**config.mk**
```make
export PLATFORM = sky130hd
export DESIGN_NAME = cached_pkt_fifo
export DESIGN_NICKNAME = d
export VERILOG_FILES = /design/src/rtl/cpf_pkg.sv /design/src/rtl/cpf_ring.sv /design/src/rtl/cpf_bulk.sv /design/src/rtl/cpf_sched.sv /design/src/rtl/cached_pkt_fifo.sv
export SDC_FILE = /design/constraint.sdc
export NUM_CORES = 2
export LEC_CHECK = 0
export CAP_MARGIN = 30
export CORE_MARGIN = 1.5
export CORE_UTILIZATION = 50
export CTS_CLUSTER_DIAMETER = 120
export DETAILED_ROUTE_END_ITERATION = 10
export HOLD_SLACK_MARGIN = 0.12
export PLACE_DENSITY_LB_ADDON = 0.08
export RECOVER_POWER = 100
export SYNTH_ARGS = -nofsm -noshare
export SYNTH_HDL_FRONTEND = slang
export SYNTH_SLANG_ARGS = --single-unit
```
**constraint.sdc**
```tcl
create_clock -name clk -period 2.5 [get_ports clk]
set_input_delay 0.25 -clock clk [delete_from_list [all_inputs] [get_ports clk]]
set_output_delay 0.25 -clock clk [all_outputs]
set_load 0.01 [all_outputs]
```
**src/rtl/cpf_pkg.sv**
```systemverilog
`timescale 1ns/1ps
package cpf_pkg;
  typedef enum logic [1:0] {
    PH_IDLE  = 2'd0,
    PH_WAIT  = 2'd1,
    PH_BURST = 2'd2
  } bulk_phase_e;
endpackage

```
**src/rtl/cpf_ring.sv**
```systemverilog
`timescale 1ns/1ps
// Small fast ring buffer with occupancy count; used on both sides of the bulk store.
module cpf_ring #(
  parameter int W = 32,
  parameter int DEPTH = 8,
  localparam int AW = (DEPTH > 1) ? $clog2(DEPTH) : 1,
  localparam int CW = $clog2(DEPTH + 1)
) (
  input  logic          clk,
  input  logic          rst_n,
  input  logic          push,
  input  logic [W-1:0]  wdata,
  input  logic          pop,
  output logic [W-1:0]  rdata,
  output logic [CW-1:0] count,
  output logic          full,
  output logic          empty
);
  logic [W-1:0]  mem_q [DEPTH];
  logic [AW-1:0] wr_q, wr_d, rd_q, rd_d;
  logic [CW-1:0] cnt_q, cnt_d;

  function automatic logic [AW-1:0] bump(input logic [AW-1:0] p);
    return (p == AW'(DEPTH - 1)) ? '0 : p + 1'b1;
  endfunction

  always_comb begin
    wr_d  = push ? bump(wr_q) : wr_q;
    rd_d  = pop  ? bump(rd_q) : rd_q;
    cnt_d = cnt_q;
    if (push && !pop) begin
      cnt_d = cnt_q + 1'b1;
    end else if (pop && !push) begin
      cnt_d = cnt_q - 1'b1;
    end
  end

  always_ff @(posedge clk or negedge rst_n) begin
    if (!rst_n) begin
      wr_q  <= '0;
      rd_q  <= '0;
      cnt_q <= '0;
    end else begin
      wr_q  <= wr_d;
      rd_q  <= rd_d;
      cnt_q <= cnt_d;
    end
  end

  always_ff @(posedge clk) begin
    if (push) begin
      mem_q[wr_q] <= wdata;
    end
  end

  assign rdata = mem_q[rd_q];
  assign count = cnt_q;
  assign full  = (cnt_q == CW'(DEPTH));
  assign empty = (cnt_q == '0);
endmodule

```
**src/rtl/cpf_bulk.sv**
```systemverilog
`timescale 1ns/1ps
// Row-burst bulk store: a command waits LAT cycles, then BURST words move one per cycle.
module cpf_bulk
  import cpf_pkg::*;
#(
  parameter int W = 32,
  parameter int B = 4,
  parameter int ROWS = 8,
  parameter int LAT = 6,
  localparam int RW = $clog2(ROWS),
  localparam int BW = $clog2(B),
  localparam int LW = $clog2(LAT + 1),
  localparam int DEPTH = ROWS * B,
  localparam int AW = $clog2(DEPTH)
) (
  input  logic          clk,
  input  logic          rst_n,
  input  logic          cmd_valid,
  input  logic          cmd_wr,
  input  logic [RW-1:0] cmd_row,
  output logic          cmd_take,
  output logic          busy,
  output logic          wr_beat,
  input  logic [W-1:0]  wr_data,
  output logic          rd_beat,
  output logic [W-1:0]  rd_data
);
  bulk_phase_e   phase_q, phase_d;
  logic [RW-1:0] row_q, row_d;
  logic          dir_q, dir_d;
  logic [LW-1:0] lat_q, lat_d;
  logic [BW-1:0] beat_q, beat_d;
  logic [AW-1:0] addr;
  logic [W-1:0]  mem_q [DEPTH];

  always_comb begin
    phase_d = phase_q;
    row_d   = row_q;
    dir_d   = dir_q;
    lat_d   = lat_q;
    beat_d  = beat_q;
    case (phase_q)
      PH_IDLE: begin
        if (cmd_valid) begin
          phase_d = PH_WAIT;
          row_d   = cmd_row;
          dir_d   = cmd_wr;
          lat_d   = LW'(LAT - 1);
          beat_d  = '0;
        end
      end
      PH_WAIT: begin
        if (lat_q == '0) begin
          phase_d = PH_BURST;
        end else begin
          lat_d = lat_q - 1'b1;
        end
      end
      PH_BURST: begin
        beat_d = beat_q + 1'b1;
        if (beat_q == BW'(B - 1)) begin
          phase_d = PH_IDLE;
        end
      end
      default: phase_d = PH_IDLE;
    endcase
  end

  always_ff @(posedge clk or negedge rst_n) begin
    if (!rst_n) begin
      phase_q <= PH_IDLE;
      row_q   <= '0;
      dir_q   <= 1'b0;
      lat_q   <= '0;
      beat_q  <= '0;
    end else begin
      phase_q <= phase_d;
      row_q   <= row_d;
      dir_q   <= dir_d;
      lat_q   <= lat_d;
      beat_q  <= beat_d;
    end
  end

  assign addr     = AW'(row_q) * AW'(B) + AW'(beat_q);
  assign cmd_take = (phase_q == PH_IDLE) && cmd_valid;
  assign busy     = (phase_q != PH_IDLE);
  assign wr_beat  = (phase_q == PH_BURST) && dir_q;
  assign rd_beat  = (phase_q == PH_BURST) && !dir_q;
  assign rd_data  = mem_q[addr];

  always_ff @(posedge clk) begin
    if (wr_beat) begin
      mem_q[addr] <= wr_data;
    end
  end
endmodule

```
**src/rtl/cpf_sched.sv**
```systemverilog
`timescale 1ns/1ps
// Picks one bulk transfer or a direct move per cycle and tracks bulk row occupancy.
module cpf_sched #(
  parameter int B = 4,
  parameter int ROWS = 8,
  parameter int TD = 8,
  parameter int HD = 8,
  localparam int RW = $clog2(ROWS),
  localparam int RCW = $clog2(ROWS + 1),
  localparam int TCW = $clog2(TD + 1),
  localparam int HCW = $clog2(HD + 1)
) (
  input  logic           clk,
  input  logic           rst_n,
  input  logic [TCW-1:0] tail_cnt,
  input  logic [HCW-1:0] head_cnt,
  input  logic           busy,
  output logic           cmd_valid,
  output logic           cmd_wr,
  output logic [RW-1:0]  cmd_row,
  output logic           bypass,
  output logic [RCW-1:0] rows
);
  logic [RCW-1:0] rows_q, rows_d;
  logic [RW-1:0]  wrow_q, wrow_d, rrow_q, rrow_d;
  logic           head_room, head_full, tail_burst;
  logic           want_rd, want_wr, can_byp;

  function automatic logic [RW-1:0] bump(input logic [RW-1:0] p);
    return (p == RW'(ROWS - 1)) ? '0 : p + 1'b1;
  endfunction

  always_comb begin
    head_room  = (head_cnt <= HCW'(HD - B));
    head_full  = (head_cnt == HCW'(HD));
    tail_burst = (tail_cnt >= TCW'(B));
    want_rd    = (rows_q != '0) && head_room;
    want_wr    = tail_burst && (rows_q != RCW'(ROWS)) && ((rows_q != '0) || head_full);
    can_byp    = (rows_q == '0) && (tail_cnt != '0) && !head_full;

    cmd_valid = 1'b0;
    cmd_wr    = 1'b0;
    bypass    = 1'b0;
    if (!busy) begin
      if (want_rd) begin
        cmd_valid = 1'b1;
      end else if (want_wr) begin
        cmd_valid = 1'b1;
        cmd_wr    = 1'b1;
      end else begin
        bypass = can_byp;
      end
    end
    cmd_row = cmd_wr ? wrow_q : rrow_q;

    rows_d = rows_q;
    wrow_d = wrow_q;
    rrow_d = rrow_q;
    if (cmd_valid && cmd_wr) begin
      rows_d = rows_q + 1'b1;
      wrow_d = bump(wrow_q);
    end else if (cmd_valid) begin
      rows_d = rows_q - 1'b1;
      rrow_d = bump(rrow_q);
    end
  end

  always_ff @(posedge clk or negedge rst_n) begin
    if (!rst_n) begin
      rows_q <= '0;
      wrow_q <= '0;
      rrow_q <= '0;
    end else begin
      rows_q <= rows_d;
      wrow_q <= wrow_d;
      rrow_q <= rrow_d;
    end
  end

  assign rows = rows_q;
endmodule

```
**src/rtl/cached_pkt_fifo.sv**
```systemverilog
`timescale 1ns/1ps
module cached_pkt_fifo #(
  parameter int W = 32,
  parameter int BURST = 4,
  parameter int ROWS = 8,
  parameter int LAT = 6,
  parameter int TAIL_DEPTH = 8,
  parameter int HEAD_DEPTH = 8
) (
  input  logic         clk,
  input  logic         rst_n,
  input  logic         push_valid,
  output logic         push_ready,
  input  logic [W-1:0] push_data,
  output logic         pop_valid,
  input  logic         pop_ready,
  output logic [W-1:0] pop_data,
  output logic         fifo_empty,
  output logic         fifo_full
);
  localparam int TCW = $clog2(TAIL_DEPTH + 1);
  localparam int HCW = $clog2(HEAD_DEPTH + 1);
  localparam int RCW = $clog2(ROWS + 1);
  localparam int RW  = $clog2(ROWS);

  logic           rst_s0, rst_q;
  logic [TCW-1:0] tail_cnt;
  logic [HCW-1:0] head_cnt;
  logic [RCW-1:0] rows;
  logic [RW-1:0]  cmd_row;
  logic [W-1:0]   tail_rdata, bulk_rdata, head_wdata;
  logic           tail_full, tail_empty, head_full, head_empty;
  logic           tail_push, tail_pop, head_push, head_pop;
  logic           cmd_valid, cmd_wr, cmd_take, busy, bypass, wr_beat, rd_beat;

  // Reset asserts at once, deasserts on the second rising edge.
  always_ff @(posedge clk or negedge rst_n) begin
    if (!rst_n) begin
      rst_s0 <= 1'b0;
      rst_q  <= 1'b0;
    end else begin
      rst_s0 <= 1'b1;
      rst_q  <= rst_s0;
    end
  end

  assign tail_push  = push_valid && !tail_full;
  assign tail_pop   = bypass || wr_beat;
  assign head_push  = bypass || rd_beat;
  assign head_pop   = !head_empty && pop_ready;
  assign head_wdata = rd_beat ? bulk_rdata : tail_rdata;

  cpf_ring #(.W(W), .DEPTH(TAIL_DEPTH)) u_tail (
    .clk   (clk),
    .rst_n (rst_q),
    .push  (tail_push),
    .wdata (push_data),
    .pop   (tail_pop),
    .rdata (tail_rdata),
    .count (tail_cnt),
    .full  (tail_full),
    .empty (tail_empty)
  );

  cpf_sched #(.B(BURST), .ROWS(ROWS), .TD(TAIL_DEPTH), .HD(HEAD_DEPTH)) u_sched (
    .clk       (clk),
    .rst_n     (rst_q),
    .tail_cnt  (tail_cnt),
    .head_cnt  (head_cnt),
    .busy      (busy),
    .cmd_valid (cmd_valid),
    .cmd_wr    (cmd_wr),
    .cmd_row   (cmd_row),
    .bypass    (bypass),
    .rows      (rows)
  );

  cpf_bulk #(.W(W), .B(BURST), .ROWS(ROWS), .LAT(LAT)) u_bulk (
    .clk       (clk),
    .rst_n     (rst_q),
    .cmd_valid (cmd_valid),
    .cmd_wr    (cmd_wr),
    .cmd_row   (cmd_row),
    .cmd_take  (cmd_take),
    .busy      (busy),
    .wr_beat   (wr_beat),
    .wr_data   (tail_rdata),
    .rd_beat   (rd_beat),
    .rd_data   (bulk_rdata)
  );

  cpf_ring #(.W(W), .DEPTH(HEAD_DEPTH)) u_head (
    .clk   (clk),
    .rst_n (rst_q),
    .push  (head_push),
    .wdata (head_wdata),
    .pop   (head_pop),
    .rdata (pop_data),
    .count (head_cnt),
    .full  (head_full),
    .empty (head_empty)
  );

  assign push_ready = !tail_full;
  assign pop_valid  = !head_empty;
  assign fifo_empty = tail_empty && head_empty && (rows == '0) && !busy;
  assign fifo_full  = tail_full && head_full && (rows == RCW'(ROWS)) && !busy;
endmodule

```
==> metrics.md <==
| Metric | Value |
|---|---|
| Outcome | `finished, violations left` |
| Failing checks | `negative setup slack` |
| Initial DRC count | `3,119` |
| Clock power share | `0.247` |
| XOR/XNOR Fraction of Synth Area | `0.001583` |
| IO Port Bufs | `71` |
| Share of post-route cells with drive strength above 1 | `0.3440` |
| CTS tree | `built` |
| GRT Max-Usage Layer | `met2` |
| Min Hold Slack | `284.7 ps` |
| CP endpoint kind | `output port` |
| PD cells | `1204 mW/mm²` |
| Flop2flop setup slack | `-240 ps` |
| Worst Path Max Fanout | `6` |
| Worst-path clk slew | `roughly 60 ps` |
| Unrepaired setup endpoints after global routing | `yes` |
| Synth Area in Compound Gates | `0.02604` |
| Syn Nets | `2,930` |
| Most frequent cells in the layout | `edfxtp_1, mux4_2, buf_4` |
| Distinct cells, synth | `75` |
| FF-to-FF path depth | `7` |
| CTS Buf Count | `161` |
| Number of synthesized flops with an enable pin | `1,536` |
| Met3 usage | `0.04637` |
| Post-synthesis cell area | `0.06087 mm²` |
| #FFs+latches synth | `~1,600` |
| Syn_area_per_cell | `21.25 µm²` |
| Async set or reset register ratio after synthesis | `0.02723` |
| Detailed-route DRC error count | `0` |
| Nets | `~3,500` |
| Post-Synth Adder-Cell Area | `0.006331` |
| R2R Path End | `u_head.mem_q[7][25]` |
| Placed wire-length estimate | `88,260 µm` |
| Clock Skews | `19.27 ps` |
| Clock insertion delay at the later pin of the skew report | `around 750 ps` |
| Setup TNS | `-69,940 ps` |
| All-layer global routing usage | `0.2447` |
| Post-route setup slack | `-290.3 ps` |
| Final critical-path required period | `2790 ps` |
| Internal power | `61.33 mW` |
| I/O pins | `72` |
| Max IR drop VDD | `0.6902 mV` |
| P_leak | `23.75 nW` |
| Synth-to-layout area growth | `21.79%` |
| Prevailing post-synth register cell | `edfxtp_1` |
| Die area | `0.1238 mm²` |
| RR Startpoint | `u_tail.rd_q[0]` |
| Met2 Usage GRT | `0.3996` |
| Avg WL per Cell | `29.79 µm` |
| Main combinational cell family by area after synthesis | `multiplexers` |
| Max Transition Viols Final | `0` |
| Slew @ Worst Pin | `752.5 ps` |
| Final period utilization | `1.116` |
| Vias in the first global route | `31,763` |
| Required time worst endpoint | `2250 ps` |
| Post-Synthesis Cells | `approximately 2,900` |
| Root buf cell | `clkbuf_16` |
| Fillers | `8,407` |
| F_max | `between 300 and 400 MHz` |
| Post-synthesis sequential area ratio | `0.7754` |
| Sequential share of power | `0.412` |
| Max_cap viols | `0` |
| Via count | `just over 30,000` |
| CTS sink cnt | `1,579` |
| Die Ht | `approximately 350 µm` |
| Post-Route WL | `153,600 µm` |
| Horiz. Die Dim | `between 300 and 400 µm` |
| Post-DP Area | `a little under 0.07 mm²` |
| Core Region | `roughly 0.12 mm²` |
| Startpoint Class | `flip-flop` |
| Placer Congestion | `0.8618` |
| Relative slew slack | `0.4983` |
| Antenna violations before repair | `7` |
| Final setup fails | `863` |
| Design area | `0.07413 mm²` |
| Setup CP Type | `reg -> out` |
| Vias/cell | `6.027` |
| Crit path DAT | `about 2500 ps` |
| H-tree levels | `4` |
| Yosys top cell area share | `0.7577` |
| Most common cell after layout, fill and taps aside | `edfxtp_1` |
| Cell accounting for the most synthesized area | `edfxtp_1` |
| Hold Violations, Final | `0` |
| First-pass GRT wire length | `218,100 µm` |
| First-pass DRT Iterations | `5` |
| Worst Hold Class | `in -> async` |
| Initial Util | `0.5060` |
| Switch share | `0.3129` |
| Fin util | `0.6163` |
| Mux share of post-synthesis cell area | `0.1533` |
| Grt ovf | `0` |
| Core Rows | `about 130` |
| GRT met1 Usage | `0.3362` |
| Largest net degree at the start of global routing | `35` |
| Synth top area cells | `edfxtp_1, mux4_2, mux2i_1` |
| Psw | `~28 mW` |
| Comb pwr share | `0.341` |
| Simple-gate share of the synthesized area | `0.02341` |
| ANT nets after route | `0` |
| Synth warnings | `0` |
| Maximum root-to-sink buffer count | `3` |
## power groups by stage
| stage | combinational [mW] | sequential, mW | clock (mW) |
|---|---|---|---|
| 2_1_floorplan | 13.8 | 37.1 | 0 |
| 3_3_place_gp | 26.0 | 37.3 | 0 |
| 3_5_place_dp | 26.8 | 37.4 | 0 |
| 4_1_cts | 29.1 | 36.8 | 22.5 |
| 5_1_grt | 32.1 | 36.8 | 23.5 |
| 6_report | 30.4 | 36.7 | 22.1 |
## state kept, by name, summed over array words and instances, names as in the netlist
register,count
u_bulk.beat_q,2
u_bulk.mem_q,1024
u_tail.mem_q,256
u_head.rd_q,3
u_bulk.lat_q,3
u_bulk.row_q,3
u_tail.wr_q,3
rst_s0,1
u_head.mem_q,256
u_sched.rows,4
u_sched.wrow_q,3
u_sched.rrow_q,3
u_head.wr_q,3
u_tail.count,4
u_bulk.dir_q,1
rst_q,1
u_tail.rd_q,3
u_bulk.phase_q,2
u_head.count,4
## per-layer routing
layer	wire (µm)	vias to the layer above
met1	63400	16656
met5	7	-
met2	75350	1171
met3	10780	214
met4	4081	2
li1	-	13032
## repair_timing
| action | in CTS | in global routing |
|---|---|---|
| endpoints found under the setup margin | 282 | 383 |
| pin swaps | 53 | 81 |
| endpoints found under the hold margin | 2 | 0 |
| cloned | 12 | 9 |
| resized for setup | 297 | 162 |
| hold buffers | 1 | 0 |
| setup buffers | 41 | 41 |
## critical path: stages (launching register included)
cell	delay, ps
dfrtp_4	500
buf_12	170
buf_16	140
buf_12	120
mux4_2	410
mux2_4	320
buf_6	130
## metrics by stage
stage | power, mW | setup slack [ps] | cells
final | 89.26 | -290.3 | 5156
after global routing | 92.36 | -339.4 | 5151
after CTS | 88.29 | -364.2 | 5110
after detailed placement | 64.15 | -370.2 | 4774
after global placement | 63.27 | -331.6 | 4774
after floorplan | 50.89 | -381.8 | 2865
## worst max path at each step
stage / start / endpoint / slack (ps) / cells after the start
detailed placement: u_head.count[1] / u_sched.rows[3] / -370 / 11
floorplan: u_bulk.phase_q[1] / u_bulk.mem_q[0][0] / -380 / 4
finish: u_head.rd_q[0] / pop_data[11] / -290 / 6
global route: u_head.rd_q[0] / pop_data[15] / -340 / 6
CTS: u_head.rd_q[0] / pop_data[2] / -360 / 5
global placement: u_head.count[2] / u_sched.rows[3] / -330 / 11
## synthesized netlist by cell type (19+ instances only)
cell,instances
edfxtp_1,1536
mux4_2,290
mux2i_1,183
nor2_1,172
mux2_2,84
o22ai_1,57
a22o_1,55
clkbuf_1,49
buf_2,47
dfrtp_1,43
a21oi_1,35
nor4_1,31
a31oi_1,28
ha_1,26
nand2_1,26
buf_4,19
## layout make-up
cell class | count | area, µm² | area share
multi-input combinational | 1129 | 14010 | 0.1890
antenna | 6 | 15.01 | 0.0002025
sequential | 1579 | 47220 | 0.6370
timing repair buffer | 532 | 6018 | 0.08118
clock buffer | 213 | 4373 | 0.05899
clock inverter | 70 | 415.4 | 0.005603
inverter | 15 | 66.31 | 0.0008945
tap | 1612 | 2017 | 0.02721
## cells by family (layout without fill, tap and decap cells)
group           after synthesis  count (layout)
compound gates              224             224
xor+xnor                     11              11
fa+ha+maj                    29              29
buf+inv                     157             830
flops                      1579            1579
mux                         559             559
other cells                   1               7
simple gates                305             305
Note: power is estimated with default switching activity, not from simulation.
